**src/rtl/chanPkg.sv**
```systemverilog
package chanPkg;

  // which data paths are built
  typedef enum logic [1:0] {
    DIR_INOUT = 2'd0,
    DIR_TX    = 2'd1,
    DIR_RX    = 2'd2
  } chanDirE;

  // source of the registered read result
  typedef enum logic [1:0] {
    SEL_ZERO = 2'd0,
    SEL_DATA = 2'd1,
    SEL_STAT = 2'd2
  } rdSelE;

  // strobes from control to datapath
  typedef struct packed {
    logic  rdLoad;
    rdSelE rdSel;
    logic  inPop;
    logic  outPush;
  } chanStrobeS;

endpackage

```
**src/rtl/chanFifo.sv**
```systemverilog
module chanFifo #(
  parameter int W     = 32,
  parameter int DEPTH = 32,
  parameter int CNT_W = 6
) (
  input  logic         clk,
  input  logic         rstN,
  input  logic         push,
  input  logic [W-1:0] pushData,
  input  logic         pop,
  output logic [W-1:0] headData,
  output logic [CNT_W-1:0] count,
  output logic         empty,
  output logic         full
);
  localparam int PTR_W = (DEPTH > 1) ? $clog2(DEPTH) : 1;
  localparam logic [PTR_W-1:0] LAST = PTR_W'(DEPTH - 1);

  logic [W-1:0]     mem [DEPTH];
  logic [PTR_W-1:0] wrPtr, rdPtr;
  logic             doPush, doPop;

  assign empty  = (count == '0);
  assign full   = (count == CNT_W'(DEPTH));
  assign doPush = push && !full;
  assign doPop  = pop && !empty;
  assign headData = mem[rdPtr];

  always_ff @(posedge clk) begin
    if (doPush) mem[wrPtr] <= pushData;
  end

  always_ff @(posedge clk) begin
    if (!rstN) begin
      wrPtr <= '0;
      rdPtr <= '0;
      count <= '0;
    end else begin
      if (doPush) wrPtr <= (wrPtr == LAST) ? '0 : wrPtr + 1'b1;
      if (doPop)  rdPtr <= (rdPtr == LAST) ? '0 : rdPtr + 1'b1;
      case ({doPush, doPop})
        2'b10:   count <= count + 1'b1;
        2'b01:   count <= count - 1'b1;
        default: count <= count;
      endcase
    end
  end


  no_overflow_chk: assert property (@(posedge clk) disable iff (!rstN)
    full && !pop |=> count == $past(count));


  no_underflow_chk: assert property (@(posedge clk) disable iff (!rstN)
    empty && !push |=> empty);

endmodule

```
**src/rtl/chanControl.sv**
```systemverilog
module chanControl
  import chanPkg::*;
#(
  parameter int ADDR_W = 2,
  parameter bit HAS_TX = 1'b1
) (
  input  logic              busEn,
  input  logic              busWe,
  input  logic [ADDR_W-1:0] busAddr,
  input  logic              stageValid,
  input  logic              outFull,
  output chanStrobeS        strb,
  output logic              busReady
);
  logic isData, isStat, rdEn, wrData, txBuilt;

  assign txBuilt = HAS_TX;
  assign isData  = (busAddr == '0);
  assign isStat  = (busAddr == ADDR_W'(1));
  assign rdEn    = busEn && !busWe;
  assign wrData  = busEn && busWe && isData;

  always_comb begin
    strb.rdLoad  = rdEn;
    strb.rdSel   = isData ? SEL_DATA : (isStat ? SEL_STAT : SEL_ZERO);
    strb.inPop   = rdEn && isData && stageValid;
    strb.outPush = wrData && txBuilt && !outFull;
  end

  assign busReady = !(wrData && txBuilt && outFull);

endmodule

```
**src/rtl/chanDatapath.sv**
```systemverilog
module chanDatapath
  import chanPkg::*;
#(
  parameter int DATA_W = 32,
  parameter int DEPTH  = 32,
  parameter int CNT_W  = 6,
  parameter bit HAS_RX = 1'b1,
  parameter bit HAS_TX = 1'b1
) (
  input  logic              clk,
  input  logic              rstN,
  input  chanStrobeS        strb,
  input  logic              rxValid,
  input  logic [DATA_W-1:0] rxData,
  output logic              rxReady,
  output logic              txValid,
  output logic [DATA_W-1:0] txData,
  input  logic              txReady,
  input  logic [DATA_W-1:0] busWdata,
  output logic [DATA_W-1:0] busRdata,
  output logic              busIrq,
  output logic              stageValid,
  output logic              outFull
);
  logic [DATA_W-1:0] stageData;
  logic [CNT_W-1:0]  inCount, outCount;
  logic              inFull;
  logic [DATA_W-1:0] status;

  generate
    if (HAS_RX) begin : gRx
      logic [DATA_W-1:0] headData;
      logic [CNT_W-1:0]  fifoCount;
      logic fifoEmpty, fifoFull, rxAcc, stageFree;
      logic loadFromFifo, loadFromRx, fifoPush;

      assign rxReady      = !fifoFull;
      assign rxAcc        = rxValid && !fifoFull;
      assign stageFree    = !stageValid || strb.inPop;
      assign loadFromFifo = stageFree && !fifoEmpty;
      assign loadFromRx   = stageFree && fifoEmpty && rxAcc;
      assign fifoPush     = rxAcc && !loadFromRx;

      chanFifo #(.W(DATA_W), .DEPTH(DEPTH), .CNT_W(CNT_W)) inFifo (
        .clk(clk), .rstN(rstN),
        .push(fifoPush), .pushData(rxData),
        .pop(loadFromFifo), .headData(headData),
        .count(fifoCount), .empty(fifoEmpty), .full(fifoFull)
      );

      always_ff @(posedge clk) begin
        if (!rstN) begin
          stageValid <= 1'b0;
          stageData  <= '0;
        end else if (loadFromFifo) begin
          stageValid <= 1'b1;
          stageData  <= headData;
        end else if (loadFromRx) begin
          stageValid <= 1'b1;
          stageData  <= rxData;
        end else if (strb.inPop) begin
          stageValid <= 1'b0;
        end
      end

      assign inCount = fifoCount + CNT_W'(stageValid);
      assign inFull  = fifoFull;
    end else begin : gNoRx
      assign rxReady    = 1'b0;
      assign stageValid = 1'b0;
      assign stageData  = '0;
      assign inCount    = '0;
      assign inFull     = 1'b0;
    end

    if (HAS_TX) begin : gTx
      logic outEmpty;

      chanFifo #(.W(DATA_W), .DEPTH(DEPTH), .CNT_W(CNT_W)) outFifo (
        .clk(clk), .rstN(rstN),
        .push(strb.outPush), .pushData(busWdata),
        .pop(txValid && txReady), .headData(txData),
        .count(outCount), .empty(outEmpty), .full(outFull)
      );

      assign txValid = !outEmpty;
    end else begin : gNoTx
      assign txValid  = 1'b0;
      assign txData   = '0;
      assign outCount = '0;
      assign outFull  = 1'b0;
    end
  endgenerate

  assign busIrq = (inCount != '0);

  always_comb begin
    status = '0;
    status[0] = (inCount == '0);
    status[1] = inFull;
    status[2] = (outCount == '0);
    status[3] = outFull;
    status[8  +: CNT_W] = inCount;
    status[16 +: CNT_W] = outCount;
  end

  always_ff @(posedge clk) begin
    if (!rstN) begin
      busRdata <= '0;
    end else if (strb.rdLoad) begin
      case (strb.rdSel)
        SEL_DATA: busRdata <= stageValid ? stageData : '0;
        SEL_STAT: busRdata <= status;
        default:  busRdata <= '0;
      endcase
    end
  end


  irq_rise_chk: assert property (@(posedge clk) disable iff (!rstN)
    $rose(busIrq) |-> $past(rxValid && rxReady));


  stage_drop_chk: assert property (@(posedge clk) disable iff (!rstN)
    $fell(stageValid) |-> $past(strb.inPop));


  tx_hold_chk: assert property (@(posedge clk) disable iff (!rstN)
    txValid && !txReady |=> txValid && $stable(txData));


  full_hold_chk: assert property (@(posedge clk) disable iff (!rstN)
    outFull && !(txValid && txReady) |=> outFull);

endmodule

```
**src/rtl/chanAdapter.sv**
```systemverilog
module chanAdapter
  import chanPkg::*;
#(
  parameter int      DATA_W = 32,
  parameter int      DEPTH  = 32,
  parameter int      ADDR_W = 2,
  parameter chanDirE DIR    = DIR_INOUT
) (
  input  logic              clk,
  input  logic              rstN,
  input  logic              busEn,
  input  logic              busWe,
  input  logic [ADDR_W-1:0] busAddr,
  input  logic [DATA_W-1:0] busWdata,
  output logic [DATA_W-1:0] busRdata,
  output logic              busReady,
  output logic              busIrq,
  input  logic              rxValid,
  input  logic [DATA_W-1:0] rxData,
  output logic              rxReady,
  output logic              txValid,
  output logic [DATA_W-1:0] txData,
  input  logic              txReady
);
  localparam bit HAS_RX = (DIR != DIR_TX);
  localparam bit HAS_TX = (DIR != DIR_RX);
  localparam int CNT_W  = $clog2(DEPTH + 2);

  chanStrobeS strb;
  logic       stageValid, outFull;

  chanControl #(.ADDR_W(ADDR_W), .HAS_TX(HAS_TX)) ctrl (
    .busEn(busEn), .busWe(busWe), .busAddr(busAddr),
    .stageValid(stageValid), .outFull(outFull),
    .strb(strb), .busReady(busReady)
  );

  chanDatapath #(
    .DATA_W(DATA_W), .DEPTH(DEPTH), .CNT_W(CNT_W),
    .HAS_RX(HAS_RX), .HAS_TX(HAS_TX)
  ) dp (
    .clk(clk), .rstN(rstN), .strb(strb),
    .rxValid(rxValid), .rxData(rxData), .rxReady(rxReady),
    .txValid(txValid), .txData(txData), .txReady(txReady),
    .busWdata(busWdata), .busRdata(busRdata), .busIrq(busIrq),
    .stageValid(stageValid), .outFull(outFull)
  );


  rdata_hold_chk: assert property (@(posedge clk) disable iff (!rstN)
    !busEn |=> $stable(busRdata));

endmodule

```
**config.mk**
```make
export PLATFORM = sky130hd
export DESIGN_NAME = chanAdapter
export DESIGN_NICKNAME = d
export VERILOG_FILES = /design/src/rtl/chanPkg.sv /design/src/rtl/chanFifo.sv /design/src/rtl/chanControl.sv /design/src/rtl/chanDatapath.sv /design/src/rtl/chanAdapter.sv
export SDC_FILE = /design/constraint.sdc
export NUM_CORES = 2
export LEC_CHECK = 0
export BUFFER_PORTS_ARGS = -buffer_cell sky130_fd_sc_hd__clkbuf_2
export CAP_MARGIN = 20
export CORE_UTILIZATION = 40
export CTS_CLUSTER_SIZE = 24
export DETAILED_ROUTE_END_ITERATION = 8
export PLACE_DENSITY = 0.6
export SYNTH_ARGS = -nofsm -noshare
export SYNTH_HDL_FRONTEND = slang
export SYNTH_SLANG_ARGS = --single-unit
export TNS_END_PERCENT = 20
```
**constraint.sdc**
```tcl
create_clock -name clk -period 7.3 [get_ports clk]
set_input_delay 1.46 -clock clk [delete_from_list [all_inputs] [get_ports clk]]
set_output_delay 1.46 -clock clk [all_outputs]
set_load 0.02 [all_outputs]
```
Word level (Yosys, flattened, before mapping)
Memories as Yosys holds them, arrays and structs flattened. A register that Yosys moved wholly into a read port is not among the register bits. Index checks and enable logic that the tools add are counted.

Add/subtract/negate cells: 9. Eq/ne operators: 13. Mux-type cells: 23. Reduce and logical (&&, ||, !) cells: 35.

Operators by type and width (count): two-way mux 32 bit (3); one-hot mux 32 bit (2 select lines) (1); two-way mux 5 bit (8); one-hot mux 6 bit (2 select lines) (2); adder 5 x 1 -> 5 bit (second input constant) (4); equality test 5 bit (second input constant) (4); logical NOT 6 bit (3); logical AND 1 bit (17); adder 6 x 1 -> 6 bit (second input constant) (2); equality test 6 bit (second input constant) (2); subtractor 6 x 1 -> 6 bit (second input constant) (2); equality test 2 x 1 -> 1 bit (second input constant) (4); logical NOT 1 bit (8); two-way mux 1 bit (7); adder 6 x 1 -> 6 bit (1); equality test 2 bit (second input constant) (3); nonzero test 2 bit (3); nonzero test 6 bit (1); two-way mux 2 bit (2); nonzero test 3 bit (1); logical NOT 2 bit (1); logical OR 1 bit (1).

Flip-flop bits (word level): 97. Memory bits (writable): 2048. Input port bits: 72. Memories: 2.

Memories: dp.gRx.inFifo.mem (depth 32, bits a word 32, rd ports 1, clocked after memory_dff 1, wr ports 1, RTL line chanFifo.sv:19) `logic [W-1:0] mem [DEPTH];`; dp.gTx.outFifo.mem (depth 32, bits a word 32, rd ports 1, clocked after memory_dff 1, wr ports 1, RTL line chanFifo.sv:19).

Depth between registers and ports, before layout
Depth in word-level cells: 12. Gate-level depth with buffers: 14. Gate-level depth less buffers: 12.

Cells and area by module
A second synthesis with hierarchy kept.

Cell total of the unflattened synthesis: 4415. Area, all modules: 83676.5 um2.

By module, submodules not included: chanFifo (dp.gTx.outFifo) (times used 1, cells each 2056, area an instance 40413.8 um2); chanFifo (dp.gRx.inFifo) (times used 1, cells each 2057, area an instance 40403.8 um2); chanDatapath (times used 1, cells each 294, area an instance 2791.4 um2); chanControl (times used 1, cells each 8, area an instance 67.6 um2).

Worst setup path before layout
OpenSTA, ideal clock, no wires.

Path type: input port to flip-flop. Start point: input port busAddr[0]. End point: register dp.gRx.inFifo.count[4]. Library setup time: 132 ps. Data arrival time: 3999 ps. Data required time: 7168 ps. Slack: 3169 ps. Stages on the path: 14. Buffers on the path: 2. Path through: buf_6 nor4b_4 nor3_1 o21a_1 clkinv_1 ha_1 clkbuf_1 xor2_1 ha_1 a21o_1 a22o_1 a221oi_1 or3_1 a21oi_1.

Longest elaborated chain between the ends: 11. Elaborated cells on any way between the ends: 15.

RTL lines: from (decl) (RTL line chanAdapter.sv:13) `input logic [ADDR_W-1:0] busAddr,`; logical NOT 2 bit (*) (RTL line chanControl.sv:18) `assign isData = (busAddr == '0);`; logical AND 1 bit (*) (2 in a row) (RTL line chanControl.sv:26) `strb.inPop = rdEn && isData && stageValid;`; logical OR 1 bit (*) (RTL line chanDatapath.sv:39) `assign stageFree = !stageValid || strb.inPop;`; logical AND 1 bit (2 in a row) (RTL line chanDatapath.sv:41) `assign loadFromRx = stageFree && fifoEmpty && rxAcc;`; logical NOT 1 bit (RTL line chanDatapath.sv:42) `assign fifoPush = rxAcc && !loadFromRx;`; logical AND 1 bit (RTL line chanDatapath.sv:42); logical AND 1 bit (RTL line chanFifo.sv:25) `assign doPush = push && !full;`; equality test 2 x 1 -> 1 bit or equality test 2 bit (tied branches) (RTL line chanFifo.sv:41) `case ({doPush, doPop})`; one-hot mux 6 bit (2 select lines) or nonzero test 2 bit (tied branches); to (signal assigned) (RTL line chanFifo.sv:42) `2'b10: count <= count + 1'b1;`; to (signal assigned) (RTL line chanFifo.sv:43) `2'b01: count <= count - 1'b1;`; to (signal assigned) (RTL line chanFifo.sv:44) `default: count <= count;`; to (decl) (RTL line chanFifo.sv:12) `output logic [CNT_W-1:0] count,`.

Mark *: on every way between the ends. The rest lies on a longest branch, timed or not. A chain may end at the register's enable or synchronous reset.

==> results.txt <==
Syn Inst Count: 4251
Post-CTS Setup Inserts: 0
CP most frequent cell: mux4_2
final wirelength: 204 mm
htree depth: 4
slowest CP cell: dfxtp_4
Yosys warning total: 0
Hold Path Cell Cnt: 2
final setup violation count: 0
ys flop type: edfxtp_1
dpl hpwl: 119 mm
Final Cycle Share: 0.754
layout cell share with drive strength beyond 1: 0.234
R2R cell count: 12
DRC Markers: 0
die width: 459 um
Post-synth EDFFs: 2048
starting DRC count in detailed routing: 4237
Yosys reg bits: 2155
crit-path max FO: 50
async set or reset register ratio after synthesis: 0
setup tns final: 0 ns
Skew-Pair Late Insertion Delay: 0.87 ns
cell area power density: 321 nW/um^2
Final Slew Violations: 0
core area: 207000 um^2
largest net degree at the start of global routing: 126
Gates resized, CTS repair: 0
startpoint types: flop
CTS tree: yes
number of global-route vias before repair: 41400
# rows: 167
unrepaired setup endpoints after global routing: no
# clock sinks: 2155
crit path cell chain: buf_12, mux4_2, mux4_2, mux2_2, clkbuf_2
Clock power frac: 0.355
GR Util All Layers: 0.191
WP data required: 5.84 ns
Final Hold Fails: 0
Peak Freq: 182 MHz
total number of vias: 41700
start-to-end type of the worst setup path: reg2out
Net Sw Frac: 0.268
peak supply drop: 0.000305 V
sequential-to-total area share from yosys stat: 0.761
crit path capture type: output port
worst min path class: reg2reg
Avg Inst Size Synth: 19.7 um^2
die height: 459 um
internal power: 22500 uW
Area Overhead vs Synth: 14.4%
Yosys cell types: 63
clk buf depth: 3
CP arrival: 4.05 ns
share of power burned in registers: 0.462
Num CTS Buffers: 213
Via density: 5.61
antenna-violating nets left: 0
DR pass1 iterations: 5
Slowest Stage Delay on Critical Path: 0.95 ns
Reg clk slew, reported paths: 0.06 ns
die area: 211000 um^2
number of max-cap violations: 0
worst hold slack: 0.466 ns
Port Buffers: 139
clk root buf: clkbuf_16
hold_buf cts: 0
initial core utilization: 0.403
routed len/inst: 27.4 um
first-pass GRT wire length: 295 mm
Logic pwr share: 0.182
leakage power: 0.0291 uW
Worst Tran Pin Value: 1.15 ns
final net count: 4553
gr ovfl total: 0
initial antenna violation count: 16
Final Skew: 0.0717 ns
Syn Std Cell Area: 83700 um^2
I/O pin cnt: 140
status: completed
Placer Congestion: 0.786
NetSw: 8250 uW
slew margin rel.: 0.233
syn_nets: 4348
post-layout min period: 5.51 ns
[metrics by stage]
stage	util	instances	area, um^2	total power [uW]	setup WS [ns]
floorplan	-	4251	83700	18400	3.17
global placement	0.424	6999	87900	20100	2.02
detailed placement	0.426	7018	88400	20100	1.96
CTS	0.460	7419	95400	31000	1.63
global route	0.461	7433	95700	31800	1.55
finish	0.461	7433	95700	30700	1.79
[critical path, delay by kind of cell, from the launching register on]
kind / cells / cell delay, ns
muxes: 3 / 1.54
DFF: 1 / 0.95
buffers and inverters: 2 / 0.62
[power groups by stage]
stage               registers (uW)  clock network (uW)  logic [uW]
global placement             14500                   0        5610
finish                       14200               10900        5600
floorplan                    14100                   0        4280
global route                 14200               11500        5970
detailed placement           14500                   0        5630
CTS                          14200               11100        5650
[worst paths after layout]
| kind | slack (ns) | end | from |
|---|---|---|---|
| hold reg to reg | 0.47 | dp.busRdata[2] | dp.busRdata[2] |
| setup reg to reg | 3.13 | dp.gRx.inFifo.count[4] | dp.stageValid |
| setup / recovery | 1.79 | txData[31] | flop |
| hold / removal | 0.47 | dp.busRdata[2] | dp.busRdata[2] |
[placed cells by master, fill, tap and decap left out, drive strengths merged, types with 51 or more instances in the layout]
master,instances
buf,103
dfxtp,107
mux2,96
edfxtp,2048
o22ai,64
clkinv,95
mux4,320
nand2,51
nor2,121
o21ai,58
a21oi,160
a22oi,250
mux2i,453
clkbuf,411
[cells in the mapped netlist, drive strengths merged, types with 4 or more instances]
| cell | instances | area, um^2 |
|---|---|---|
| clkbuf | 121 | 454 |
| dfxtp | 107 | 2140 |
| a21oi | 160 | 801 |
| a31oi | 7 | 43.8 |
| nor3 | 40 | 200 |
| or4 | 38 | 293 |
| or3 | 10 | 67.6 |
| or4b | 4 | 40.0 |
| nand3b | 7 | 52.6 |
| inv | 15 | 56.3 |
| and3 | 8 | 50.1 |
| nand2b | 5 | 31.3 |
| o21ai | 58 | 290 |
| or3b | 4 | 35.0 |
| nand3 | 13 | 65.1 |
| o21bai | 32 | 240 |
| nor3b | 6 | 45.0 |
| edfxtp | 2048 | 61500 |
| mux4 | 320 | 7210 |
| xor2 | 6 | 52.6 |
| nor2b | 4 | 25.0 |
| a22oi | 250 | 1880 |
| o22ai | 64 | 413 |
| nand2 | 51 | 199 |
| mux2 | 96 | 1080 |
| nor2 | 121 | 454 |
| or2 | 4 | 25.0 |
| mux2i | 453 | 4530 |
| and2 | 5 | 31.3 |
| ha | 24 | 300 |
| buf | 131 | 701 |
[state kept, by name, summed over array words and instances, names as in the netlist, named ones only]
| register | count |
|---|---|
| dp.gRx.inFifo.rdPtr | 5 |
| dp.stageData | 32 |
| dp.gTx.outFifo.wrPtr | 5 |
| dp.gRx.inFifo.count | 6 |
| dp.gTx.outFifo.mem | 1024 |
| dp.gRx.inFifo.mem | 1024 |
| dp.gTx.outFifo.rdPtr | 5 |
| dp.gRx.inFifo.wrPtr | 5 |
| dp.busRdata | 32 |
| dp.gTx.outFifo.count | 6 |
| dp.stageValid | 1 |
[area by class of cell]
type	count	area [um^2]
multi-input combinational	1827	19300
tap	2788	3490
inverter	17	67.6
clock buffer	272	5730
antenna	3	7.51
sequential	2155	63700
timing repair buffer	242	2140
clock inverter	129	1270
fill	17300	112000
[logic make-up (layout without fill, tap and decap cells)]
kind of cell | count (synthesis) | count (layout) | share of synthesized area
xor gates and xnor gates | 9 | 9 | 0.000942
AOI/OAI and AO/OA | 593 | 593 | 0.0462
other | 0 | 3 | 0
adders and majority gates | 25 | 25 | 0.00383
and+or+nand+nor | 331 | 331 | 0.0206
DFF | 2155 | 2155 | 0.761
muxes | 869 | 869 | 0.153
buffers and inverters | 269 | 660 | 0.0146
[layer usage]
layer | GRT usage | vias to the layer above | part of all wire
met4 | 0.0557 | 10 | 0.025
met3 | 0.0320 | 304 | 0.059
met5 | 0 | - | 0.00033
met2 | 0.308 | 1346 | 0.48
met1 | 0.268 | 22000 | 0.43
li1 | - | 18000 | -
No activity file was read; power rests on OpenSTA's default activity.
